--- src/rtl/regwr_q_pkg.sv ---
package regwr_q_pkg;

  typedef enum logic [1:0] {
    PORT_ADDR0 = 2'd0,
    PORT_DATA0 = 2'd1,
    PORT_ADDR1 = 2'd2,
    PORT_DATA1 = 2'd3
  } port_e;

  localparam logic [15:0] WORD_LATE = 16'hFFFE;
  localparam logic [15:0] WORD_END  = 16'hFFFF;
  localparam logic [7:0]  REG_MODE  = 8'h27;

  // registers serviced locally, never replayed remotely
  function automatic logic is_local_reg(input logic [7:0] a);
    return (a == 8'h24) || (a == 8'h25) || (a == 8'h26) || (a == 8'h2A);
  endfunction

  function automatic logic [15:0] pack_entry(input logic [1:0] p, input logic [7:0] d);
    return {6'b0, p, d};
  endfunction

endpackage

--- src/rtl/regwr_filter.sv ---
module regwr_filter
  import regwr_q_pkg::*;
(
  input  logic       clk,
  input  logic       rst_n,
  input  logic       in_valid,
  input  logic [1:0] in_port,
  input  logic [7:0] in_data,
  output logic       keep
);

  logic [7:0] addr_q, addr_d;
  logic       bank_q, bank_d;
  logic [1:0] mode_q, mode_d;

  always_comb begin
    keep   = 1'b0;
    addr_d = addr_q;
    bank_d = bank_q;
    mode_d = mode_q;
    if (in_valid) begin
      case (port_e'(in_port))
        PORT_ADDR0: begin
          if (!(!bank_q && addr_q == in_data)) begin
            addr_d = in_data;
            bank_d = 1'b0;
            keep   = !(!bank_q && is_local_reg(in_data));
          end
        end
        PORT_DATA0: begin
          if (!bank_q) begin
            if (addr_q == REG_MODE) begin
              mode_d = in_data[7:6];
              keep   = (in_data[7:6] != mode_q);
            end else begin
              keep = !is_local_reg(addr_q);
            end
          end
        end
        PORT_ADDR1: begin
          if (!(bank_q && addr_q == in_data)) begin
            addr_d = in_data;
            bank_d = 1'b1;
            keep   = 1'b1;
          end
        end
        default: keep = bank_q;
      endcase
    end
  end

  always_ff @(posedge clk or negedge rst_n) begin
    if (!rst_n) begin
      addr_q <= '0;
      bank_q <= 1'b0;
      mode_q <= '0;
    end else if (in_valid) begin
      addr_q <= addr_d;
      bank_q <= bank_d;
      mode_q <= mode_d;
    end
  end

  AST_ADDR_LATCHED: assert property (@(posedge clk) disable iff (!rst_n)
    (in_valid && !in_port[0]) |=> (addr_q == $past(in_data))) else $error("addr latch");

  AST_BANK1_FOLLOWS: assert property (@(posedge clk) disable iff (!rst_n)
    (in_valid && in_port == 2'd2) |=> bank_q) else $error("bank latch");

  AST_MODE_TRACK: assert property (@(posedge clk) disable iff (!rst_n)
    (in_valid && in_port == 2'd1 && !bank_q && addr_q == REG_MODE)
      |=> (mode_q == $past(in_data[7:6]))) else $error("mode track");

endmodule

--- src/rtl/regwr_late_mark.sv ---
module regwr_late_mark #(
  parameter int LINE_W       = 9,
  parameter int ACTIVE_LINES = 224,
  parameter int MID_PAL      = 68,
  parameter int MID_NTSC     = 93
) (
  input  logic              clk,
  input  logic              rst_n,
  input  logic              keep,
  input  logic              snd,
  input  logic [LINE_W-1:0] scanline,
  input  logic              pal_sel,
  input  logic              frame_end,
  output logic              ins_marker
);

  localparam logic [LINE_W-1:0] LIM_ACT  = LINE_W'(ACTIVE_LINES);
  localparam logic [LINE_W-1:0] LIM_PAL  = LINE_W'(MID_PAL);
  localparam logic [LINE_W-1:0] LIM_NTSC = LINE_W'(MID_NTSC);

  logic              done_q, done_d;
  logic [LINE_W-1:0] mid;
  logic              in_window;

  always_comb begin
    mid        = pal_sel ? LIM_PAL : LIM_NTSC;
    in_window  = (scanline < LIM_ACT) && (scanline > mid);
    ins_marker = keep && snd && in_window && !done_q;
    if (frame_end) done_d = 1'b0;
    else           done_d = done_q | ins_marker;
  end

  always_ff @(posedge clk or negedge rst_n) begin
    if (!rst_n) done_q <= 1'b0;
    else        done_q <= done_d;
  end

  AST_MARK_ARMS_OFF: assert property (@(posedge clk) disable iff (!rst_n)
    ins_marker |=> done_q) else $error("marker not latched");

  AST_MARK_REARM: assert property (@(posedge clk) disable iff (!rst_n)
    frame_end |=> !done_q) else $error("marker not rearmed");

endmodule

--- src/rtl/regwr_fill_ctrl.sv ---
module regwr_fill_ctrl
  import regwr_q_pkg::*;
#(
  parameter int DEPTH = 2048,
  localparam int PTR_W = $clog2(DEPTH)
) (
  input  logic           clk,
  input  logic           rst_n,
  input  logic           keep,
  input  logic           ins_marker,
  input  logic           frame_end,
  input  logic [15:0]    entry,
  output logic [1:0]     mem_we,
  output logic [PTR_W:0] mem_addr,
  output logic [15:0]    mem_wdata0,
  output logic [15:0]    mem_wdata1,
  output logic           buf_sel,
  output logic           overflow
);

  localparam logic [PTR_W-1:0] CAP    = PTR_W'(DEPTH - 1);
  localparam logic [PTR_W-1:0] CAP_M1 = PTR_W'(DEPTH - 2);

  logic [PTR_W-1:0] ptr_q, ptr_d;
  logic             sel_q, sel_d;
  logic             ovf_q, ovf_d;
  logic [1:0]       we_q, we_d;
  logic [PTR_W:0]   addr_q, addr_d;
  logic [15:0]      d0_q, d0_d, d1_q, d1_d;

  always_comb begin
    we_d   = 2'b00;
    addr_d = {~sel_q, ptr_q};
    d0_d   = entry;
    d1_d   = entry;
    ptr_d  = ptr_q;
    sel_d  = sel_q;
    ovf_d  = ovf_q;
    if (frame_end) begin
      we_d  = 2'b01;
      d0_d  = WORD_END;
      ptr_d = '0;
      sel_d = ~sel_q;
      ovf_d = 1'b0;
    end else if (keep) begin
      if (ins_marker) begin
        if (ptr_q < CAP) begin
          we_d[0] = 1'b1;
          d0_d    = WORD_LATE;
          if (ptr_q < CAP_M1) begin
            we_d[1] = 1'b1;
            ptr_d   = ptr_q + PTR_W'(2);
          end else begin
            ptr_d = ptr_q + PTR_W'(1);
            ovf_d = 1'b1;
          end
        end else begin
          ovf_d = 1'b1;
        end
      end else if (ptr_q < CAP) begin
        we_d  = 2'b01;
        ptr_d = ptr_q + PTR_W'(1);
      end else begin
        ovf_d = 1'b1;
      end
    end
  end

  always_ff @(posedge clk or negedge rst_n) begin
    if (!rst_n) begin
      ptr_q <= '0;
      sel_q <= 1'b0;
      ovf_q <= 1'b0;
      we_q  <= 2'b00;
    end else begin
      ptr_q <= ptr_d;
      sel_q <= sel_d;
      ovf_q <= ovf_d;
      we_q  <= we_d;
    end
  end

  always_ff @(posedge clk or negedge rst_n) begin
    if (!rst_n) begin
      addr_q <= '0;
      d0_q   <= '0;
      d1_q   <= '0;
    end else begin
      if (we_d[0]) begin
        addr_q <= addr_d;
        d0_q   <= d0_d;
      end
      if (we_d[1]) d1_q <= d1_d;
    end
  end

  assign mem_we     = we_q;
  assign mem_addr   = addr_q;
  assign mem_wdata0 = d0_q;
  assign mem_wdata1 = d1_q;
  assign buf_sel    = sel_q;
  assign overflow   = ovf_q;

  AST_PTR_BOUND: assert property (@(posedge clk) disable iff (!rst_n)
    ptr_q <= CAP) else $error("index past capacity");

  AST_FULL_DROP: assert property (@(posedge clk) disable iff (!rst_n)
    (keep && !frame_end && ptr_q == CAP) |=> (overflow && mem_we == 2'b00)) else $error("full drop");

  AST_LANE_PAIR: assert property (@(posedge clk) disable iff (!rst_n)
    mem_we[1] |-> (mem_we[0] && mem_wdata0 == WORD_LATE)) else $error("lane pairing");

  AST_FE_SWAP: assert property (@(posedge clk) disable iff (!rst_n)
    frame_end |=> (buf_sel != $past(buf_sel) && !overflow && ptr_q == '0
                   && mem_we == 2'b01 && mem_wdata0 == WORD_END)) else $error("frame close");

  AST_WRITE_OTHER_HALF: assert property (@(posedge clk) disable iff (!rst_n)
    (mem_we[0] && mem_wdata0 != WORD_END) |-> (mem_addr[PTR_W] != buf_sel)) else $error("wrong half");

endmodule

--- src/rtl/regwr_dbl_queue.sv ---
module regwr_dbl_queue
  import regwr_q_pkg::*;
#(
  parameter int DEPTH        = 2048,
  parameter int LINE_W       = 9,
  parameter int ACTIVE_LINES = 224,
  parameter int MID_PAL      = 68,
  parameter int MID_NTSC     = 93,
  localparam int PTR_W       = $clog2(DEPTH)
) (
  input  logic              clk,
  input  logic              rst_n,
  input  logic              wr_valid,
  input  logic [1:0]        wr_port,
  input  logic [7:0]        wr_data,
  input  logic              wr_snd,
  input  logic [LINE_W-1:0] scanline,
  input  logic              pal_sel,
  input  logic              frame_end,
  output logic [1:0]        mem_we,
  output logic [PTR_W:0]    mem_addr,
  output logic [15:0]       mem_wdata0,
  output logic [15:0]       mem_wdata1,
  output logic              buf_sel,
  output logic              overflow
);

  logic [1:0] rst_pipe;
  logic       rst_int_n;
  logic       take;
  logic       keep;
  logic       ins_marker;

  // asynchronous assert, synchronous release
  always_ff @(posedge clk or negedge rst_n) begin
    if (!rst_n) rst_pipe <= 2'b00;
    else        rst_pipe <= {rst_pipe[0], 1'b1};
  end
  assign rst_int_n = rst_pipe[1];

  assign take = wr_valid && !frame_end;

  regwr_filter u_filter (
    .clk      (clk),
    .rst_n    (rst_int_n),
    .in_valid (take),
    .in_port  (wr_port),
    .in_data  (wr_data),
    .keep     (keep)
  );

  regwr_late_mark #(
    .LINE_W       (LINE_W),
    .ACTIVE_LINES (ACTIVE_LINES),
    .MID_PAL      (MID_PAL),
    .MID_NTSC     (MID_NTSC)
  ) u_late (
    .clk        (clk),
    .rst_n      (rst_int_n),
    .keep       (keep),
    .snd        (wr_snd),
    .scanline   (scanline),
    .pal_sel    (pal_sel),
    .frame_end  (frame_end),
    .ins_marker (ins_marker)
  );

  regwr_fill_ctrl #(
    .DEPTH (DEPTH)
  ) u_fill (
    .clk        (clk),
    .rst_n      (rst_int_n),
    .keep       (keep),
    .ins_marker (ins_marker),
    .frame_end  (frame_end),
    .entry      (pack_entry(wr_port, wr_data)),
    .mem_we     (mem_we),
    .mem_addr   (mem_addr),
    .mem_wdata0 (mem_wdata0),
    .mem_wdata1 (mem_wdata1),
    .buf_sel    (buf_sel),
    .overflow   (overflow)
  );

  AST_RESET_QUIET: assert property (@(posedge clk) disable iff (!rst_int_n)
    $rose(rst_int_n) |-> (mem_we == 2'b00 && !buf_sel && !overflow)) else $error("reset state");

endmodule

--- config.mk ---
export PLATFORM = sky130hd
export DESIGN_NAME = regwr_dbl_queue
export DESIGN_NICKNAME = d
export VERILOG_FILES = /design/src/rtl/regwr_q_pkg.sv /design/src/rtl/regwr_filter.sv /design/src/rtl/regwr_late_mark.sv /design/src/rtl/regwr_fill_ctrl.sv /design/src/rtl/regwr_dbl_queue.sv
export SDC_FILE = /design/constraint.sdc
export NUM_CORES = 1
export LEC_CHECK = 0
export BUFFER_PORTS_ARGS = -buffer_cell sky130_fd_sc_hd__buf_2
export CAP_MARGIN = 30
export CORE_MARGIN = 5
export CORE_UTILIZATION = 58
export DETAILED_ROUTE_END_ITERATION = 7
export HOLD_SLACK_MARGIN = 0.05
export PLACE_DENSITY = 0.88
export SYNTH_ARGS = -nofsm -noshare
export SYNTH_HDL_FRONTEND = slang
export SYNTH_SLANG_ARGS = --single-unit
--- constraint.sdc ---
create_clock -name clk -period 5.1 [get_ports clk]
set_input_delay 0.765 -clock clk [delete_from_list [all_inputs] [get_ports clk]]
set_output_delay 0.765 -clock clk [all_outputs]
set_load 0.01 [all_outputs]
==> qor.yml, run 1 <==
cp_slowest_cell: "nor2_4"
yosysWarnings: 0
die_w_um: 82.9
rr_startpoint: "u_filter.addr_q[5]"
fmax_ghz: 0.329
p_leak_uw: 0.00169
worst_setup_path_start_kind: "input port"
ys_types: 52
yosysMostFrequentCell: "dfrtp_1"
cts_root_buf: "clkbuf_8"
syn_to_final_growth_pct: 15.6
synth_seq_area_share_pct: 50.3
clockBufferDepth: 2
vias: 2283
grt_overflow: 0
yosys-top-cells-area: "dfrtp_1 50%, mux2_2 11%, nand2_1 3.9%"
path_clk_slew_ps: 70
dr.pass1.iters: 4
syn_area_per_cell_sq_um: 11.1
ys_ff_latch: 62
crit_arrival_ps: 3230
drive_above_1_share_pct: 36.6
path_class: "input port to flip-flop"
dp_slack_ps: 1710
synthCells: 278
gp_congestion: 0.825
core_sq_mm: 0.00514
clk_latency_ps: 340
io_buffers: 66
hold_viol: 0
syn_area_sq_mm: 0.00309
synthFlopType: "dfrtp_1"
powerDensity_mw_per_mm2: 348
crit_family: "simple AND/OR/NAND/NOR gates"
fin_setup_tns_ps: 0
required_ps: 5300
grt_usage_pct: 20.0
cts_hold_buffers: 0
rows: 26
design.die.area_sq_mm: 0.00688
slowest_delay_ps: 540
cts_sinks: 62
hpwl_mm: 4.74
grt_pass1_wl_mm: 11.1
cts_max_level: 3
die_h_um: 82.9
start_util_pct: 60.0
fin_ws_ps: 2060
hp-class: "input port to asynchronous set/reset pin"
worst-path-buf-inv: 2
antenna_cells: 0
run_status: "completed"
wl_mm: 6.50
cts.repair.resized: 0
dr.first_iter.drc_count: 164
grt_pass1_vias: 2338
rsz0062_at_grt: "false"
tightestPinTransition_ps: 923
antenna_found_initial: 0
final_cells: 414
crit_fanout: 26
startpoint: "wr_data[7]"
nNetsFinal: 370
skew_ps: 11.0
grt_max_degree: 61
wl_per_cell_um: 15.7
yosysTopAreaCell: "dfrtp_1"
async_flop_share_pct: 100
numCtsBuffers: 9
drc: 0
period_minus_slack_ps: 3040
synth_top_area_share_pct: 50.3
fin_util_pct: 69.4
ir_drop_uv: 221
path_cells: "buf_2 > xor2_1 > nor4_2 > a211oi_2 > a211o_2 > a21boi_4 > nor2_4 > inv_2 > nand2_1 > nand3_1"
io_pins: 73
synth_common_cells: "62 x dfrtp_1, 32 x nand2_1, 29 x mux2_2"
drv_slew: 0
via_per_inst: 5.51
post_cts_buffers: 0
antenna_left: 0
timing.slew.headroom_pct: 38.2
place_inst: 399
end_kind: "flip-flop"
synth_edf_count: 0
maxCapViolCount: 0
cts_tree: "done"
fin_crit_sh_pct: 59.5
setup_violations: 0
[kinds of logic (layout without fill, tap and decap cells)]
group,count (synthesis),count (layout),synth area share [%]
DFF,62,62,50.3
other,2,7,0.243
muxes,34,34,12.4
adders and majority gates,5,5,2.03
and+or+nand+nor,90,90,16.1
AOI/OAI and AO/OA,42,42,9.45
buffers and inverters,29,90,5.56
xor gates and xnor gates,14,14,3.97
[report_power, final]
part / switching [uW] / internal (uW) / total, uW
clock: 179 / 197 / 376
sequential: 56.6 / 559 / 616
combinational: 134 / 117 / 250
total: 369 / 873 / 1240
[area by class of cell]
type / count / area, sq um
well taps: 70 / 87.6
multi-input cells: 192 / 1380
clock buffers: 11 / 151
flip-flops and latches: 62 / 1550
fillers: 394 / 1570
clock inverters: 4 / 22.5
repair buffers: 68 / 345
inverters: 7 / 26.3
[state kept, by name, summed over array words and instances, names as in the netlist]
| register | cells |
|---|---|
| u_fill.mem_wdata0 | 11 |
| u_fill.ptr_q | 11 |
| u_filter.mode_q | 2 |
| u_fill.mem_addr | 12 |
| u_fill.mem_we | 2 |
| u_filter.addr_q | 8 |
| u_fill.mem_wdata1 | 10 |
| u_fill.buf_sel | 1 |
| u_fill.overflow | 1 |
| u_late.done_q | 1 |
| u_filter.bank_q | 1 |
| rst_pipe | 2 |
[final timing paths]
kind / to / slack, ps / depth (start not counted)
setup / recovery: u_fill.mem_wdata0[6] / 2060 / 10
hold / removal: rst_pipe[0] / 200 / 1
setup reg to reg: u_fill.mem_wdata0[6] / 2250 / 9
hold reg to reg: rst_pipe[1] / 370 / 0
max in group asynchronous: u_fill.mem_addr[7] / 4230 / 1
min in group clk: rst_pipe[1] / 370 / 0
[metrics by stage]
stage | instance area, sq um | hold slack, ps | total power [uW]
after global placement | 3390 | 338 | 861
after detailed placement | 3390 | 356 | 875
after CTS | 3570 | 193 | 1250
after global routing | 3570 | 195 | 1310
after floorplan | 3100 | 331 | 781
final | 3570 | 204 | 1240
[routing by layer]
layer / GRT usage [%] / up-vias / share of wire, %
met5: 0 / - / 0
li1: - / 1088 / -
met2: 29.7 / 86 / 45
met4: 10.3 / 0 / 1.5
met1: 27.2 / 1099 / 45
met3: 4.65 / 10 / 7.9
[cells in the final DEF (no fill, tap or decap), types with 2 or more instances in the layout]
master,instances
nor4b_1,2
nor2b_1,5
a21o_1,2
xnor2_1,3
mux2i_1,2
nor2_1,9
clkbuf_8,11
nor3_1,2
dfrtp_1,61
nand4_1,3
o211ai_1,5
inv_1,6
nand2_1,32
mux2_2,29
or4b_1,2
xor2_1,11
conb_1,7
buf_2,66
o21ai_0,15
nand2b_1,7
mux2_1,2
a31oi_1,4
ha_1,5
a21oi_1,5
nand3_1,16
clkinv_2,3
buf_4,2
Note: power is estimated with default switching activity, not from simulation.
==> run 2, diff against run 1 <==
--- a/config.mk
+++ b/config.mk
@@ -8,10 +8,10 @@
 export BUFFER_PORTS_ARGS = -buffer_cell sky130_fd_sc_hd__buf_2
 export CAP_MARGIN = 30
 export CORE_MARGIN = 5
-export CORE_UTILIZATION = 58
+export CORE_UTILIZATION = 53
 export DETAILED_ROUTE_END_ITERATION = 7
 export HOLD_SLACK_MARGIN = 0.05
-export PLACE_DENSITY = 0.88
+export PLACE_DENSITY = 0.82
 export SYNTH_ARGS = -nofsm -noshare
 export SYNTH_HDL_FRONTEND = slang
 export SYNTH_SLANG_ARGS = --single-unit
==> constraint.sdc (replaced) <==
create_clock -name clk -period 2.8 [get_ports clk]
set_input_delay 0.42 -clock clk [delete_from_list [all_inputs] [get_ports clk]]
set_output_delay 0.42 -clock clk [all_outputs]
set_load 0.01 [all_outputs]
==> run 2 against run 1 <==
Compared with the run above: power up 110%; largest power group unchanged; combinational power up 89%; critical path type is now flip-flop to flip-flop; register-to-register slack worse by 2000 ps; highest routed layer unchanged; utilization down 2.7 points.
==> qor.yml, run 2 (same netlist as run 1, synthesis figures left out) <==
run_status: "completed"  # unchanged
sequentialPowerShare_pct: 43.7  # was 49.6%
hpwl_mm: 4.80  # was 4.74 mm
core_sq_mm: 0.00557  # was 0.00514 sq mm
design.die.area_sq_mm: 0.00745  # was 0.00688 sq mm
timing.slew.headroom_pct: 51.5  # was 38.2%
largest_reg_flops: 12  # unchanged
grt_pass1_vias: 2338  # unchanged
antenna_left: 0  # unchanged
layout_commonest_cell: "buf_2"  # unchanged
die_w_um: 86.3  # was 82.9 um
fin_util_pct: 66.7  # was 69.4%
hp-class: "flip-flop to flip-flop"  # was input port to asynchronous set/reset pin
die_h_um: 86.3  # was 82.9 um
end_kind: "flip-flop"  # unchanged
p_int_uw: 1860  # was 873 uW
cts_sinks: 62  # unchanged
cts_tree: "done"  # unchanged
period_minus_slack_ps: 2560
swShare_pct: 27.1  # was 29.7%
rsz0062_at_grt: "false"  # unchanged
required_ps: 3070  # was 5300 ps
rr_startpoint: "u_filter.addr_q[2]"  # was u_filter.addr_q[5]
crit_arrival_ps: 2830  # was 3230 ps
syn_to_final_growth_pct: 20.6  # was 15.6%
fin_crit_sh_pct: 91.3
rows: 27  # was 26
wl_per_cell_um: 15.8  # was 15.7 um
via_per_inst: 5.52  # was 5.51
dr.first_iter.drc_count: 214  # was 164
startpoint: "u_filter.addr_q[2]"  # was wr_data[7]
clockBufferDepth: 2  # unchanged
drv_slew: 0  # unchanged
drive_above_1_share_pct: 38.3  # was 36.6%
numCtsBuffers: 9  # unchanged
power_frac_comb_pct: 18.5  # was 20.2%
layout_common_cells: "66 x buf_2, 61 x dfrtp_1, 32 x nand2_1, 29 x mux2_2, 16 x nand3_1"  # unchanged
grt_overflow: 0  # unchanged
antenna_cells: 0  # unchanged
ir_drop_uv: 488  # was 221 uV
place_inst: 410  # was 399
final_cells: 427  # was 414
post_cts_buffers: 0  # unchanged
gp_congestion: 0.842  # was 0.825
worst_setup_path_start_kind: "flip-flop"  # was input port
cts_root_buf: "clkbuf_8"  # unchanged
drc: 0  # unchanged
skew_ps: 8.52  # was 11.0 ps
p_clk_share_pct: 37.8  # was 30.3%
p_switching_uw: 689  # was 369 uW
crit_fanout: 6  # was 26
setup_violations: 0  # unchanged
cts.repair.resized: 0  # unchanged
vias: 2359  # was 2283
dr.pass1.iters: 5  # was 4
grt_pass1_wl_mm: 11.1  # about the same
fin_setup_tns_ps: 0  # unchanged
fin_ws_ps: 243  # was 2060 ps
wl_mm: 6.74  # was 6.50 mm
dp_slack_ps: 53.3  # was 1710 ps
maxCapViolCount: 0  # unchanged
nNetsFinal: 380  # was 370
p_leak_uw: 0.00177  # was 0.00169 uW
fmax_ghz: 0.391
tightestPinTransition_ps: 727  # was 923 ps
io_pins: 73  # unchanged
io_buffers: 66  # unchanged
min_from: "rst_pipe[0]"
powerDensity_mw_per_mm2: 685  # was 348 mW/mm^2
grt_usage_pct: 19.2  # was 20.0%
path_class: "flip-flop to flip-flop"  # was input port to flip-flop
start_util_pct: 55.4  # was 60.0%
antenna_found_initial: 0  # unchanged
hold_viol: 0  # unchanged
path_clk_slew_ps: 70  # about the same
grt_max_degree: 61  # unchanged
cts_hold_buffers: 1  # was 0
clk_latency_ps: 340  # about the same
cts_max_level: 3  # unchanged
==> run 2: changes by cell type in the layout (fill, tap and decap cells not counted) <==
cell,delta
clkbuf_8,-1
bufinv_16,+3
dlygate4sd3_1,+1
clkinvlp_4,-1
buf_4,+9
clkinv_4,+1
clkinv_2,-1
==> run 2: routing by layer <==
| metal | track usage [%] | part of all wire, % |
|---|---|---|
| met2 | 28.8 | 46 |
| met3 | 4.75 | 8.6 |
| met5 | 0 | 0 |
| met1 | 25.5 | 43 |
| met4 | 10.3 | 2.4 |
==> run 2: final cells by class <==
cell class | count | area [sq um]
multi-input combinational | 192 | 1380
sequential | 62 | 1550
clock inverter | 6 | 109
clock buffer | 10 | 138
inverter | 7 | 26.3
timing repair buffer | 78 | 423
tap | 72 | 90.1
fill | 441 | 1850
==> run 2: worst paths after layout <==
| path | end | slack (ps) | cells past startpoint |
|---|---|---|---|
| worst max-delay path | u_fill.ptr_q[4] | 240 | 8 |
| worst min-delay path | rst_pipe[1] | 360 | 0 |
| worst max register to register | u_fill.ptr_q[4] | 240 | 8 |
| worst min register to register | rst_pipe[1] | 360 | 0 |
| max in group asynchronous | u_fill.ptr_q[7] | 1910 | 1 |
| min in group asynchronous | rst_pipe[0] | 400 | 2 |
==> run 2: power by group through the flow <==
stage	registers (uW)	logic [uW]	clock network [uW]
final	1110	472	963
after global routing	1130	521	1020
after CTS	1110	478	976
after detailed placement	1130	473	0
after global placement	1120	459	0
after floorplan	1160	258	0
==> run 2: critical path, stage by stage, from the launching register on <==
cell and delay, ps:
dfrtp_1 410, xor2_1 180, nor4_1 400, a211oi_2 140
a211o_2 380, nor3b_4 180, mux2i_2 200, or4b_1 520
nand3_1 90
==> run 2: metrics by stage <==
| step | hold slack, ps | cell area (sq um) | power, uW |
|---|---|---|---|
| after global routing | 363 | 3720 | 2670 |
| after CTS | 361 | 3720 | 2570 |
| final | 358 | 3720 | 2550 |
| after floorplan | 124 | 3100 | 1420 |
| after detailed placement | 209 | 3460 | 1600 |
| after global placement | 205 | 3460 | 1580 |
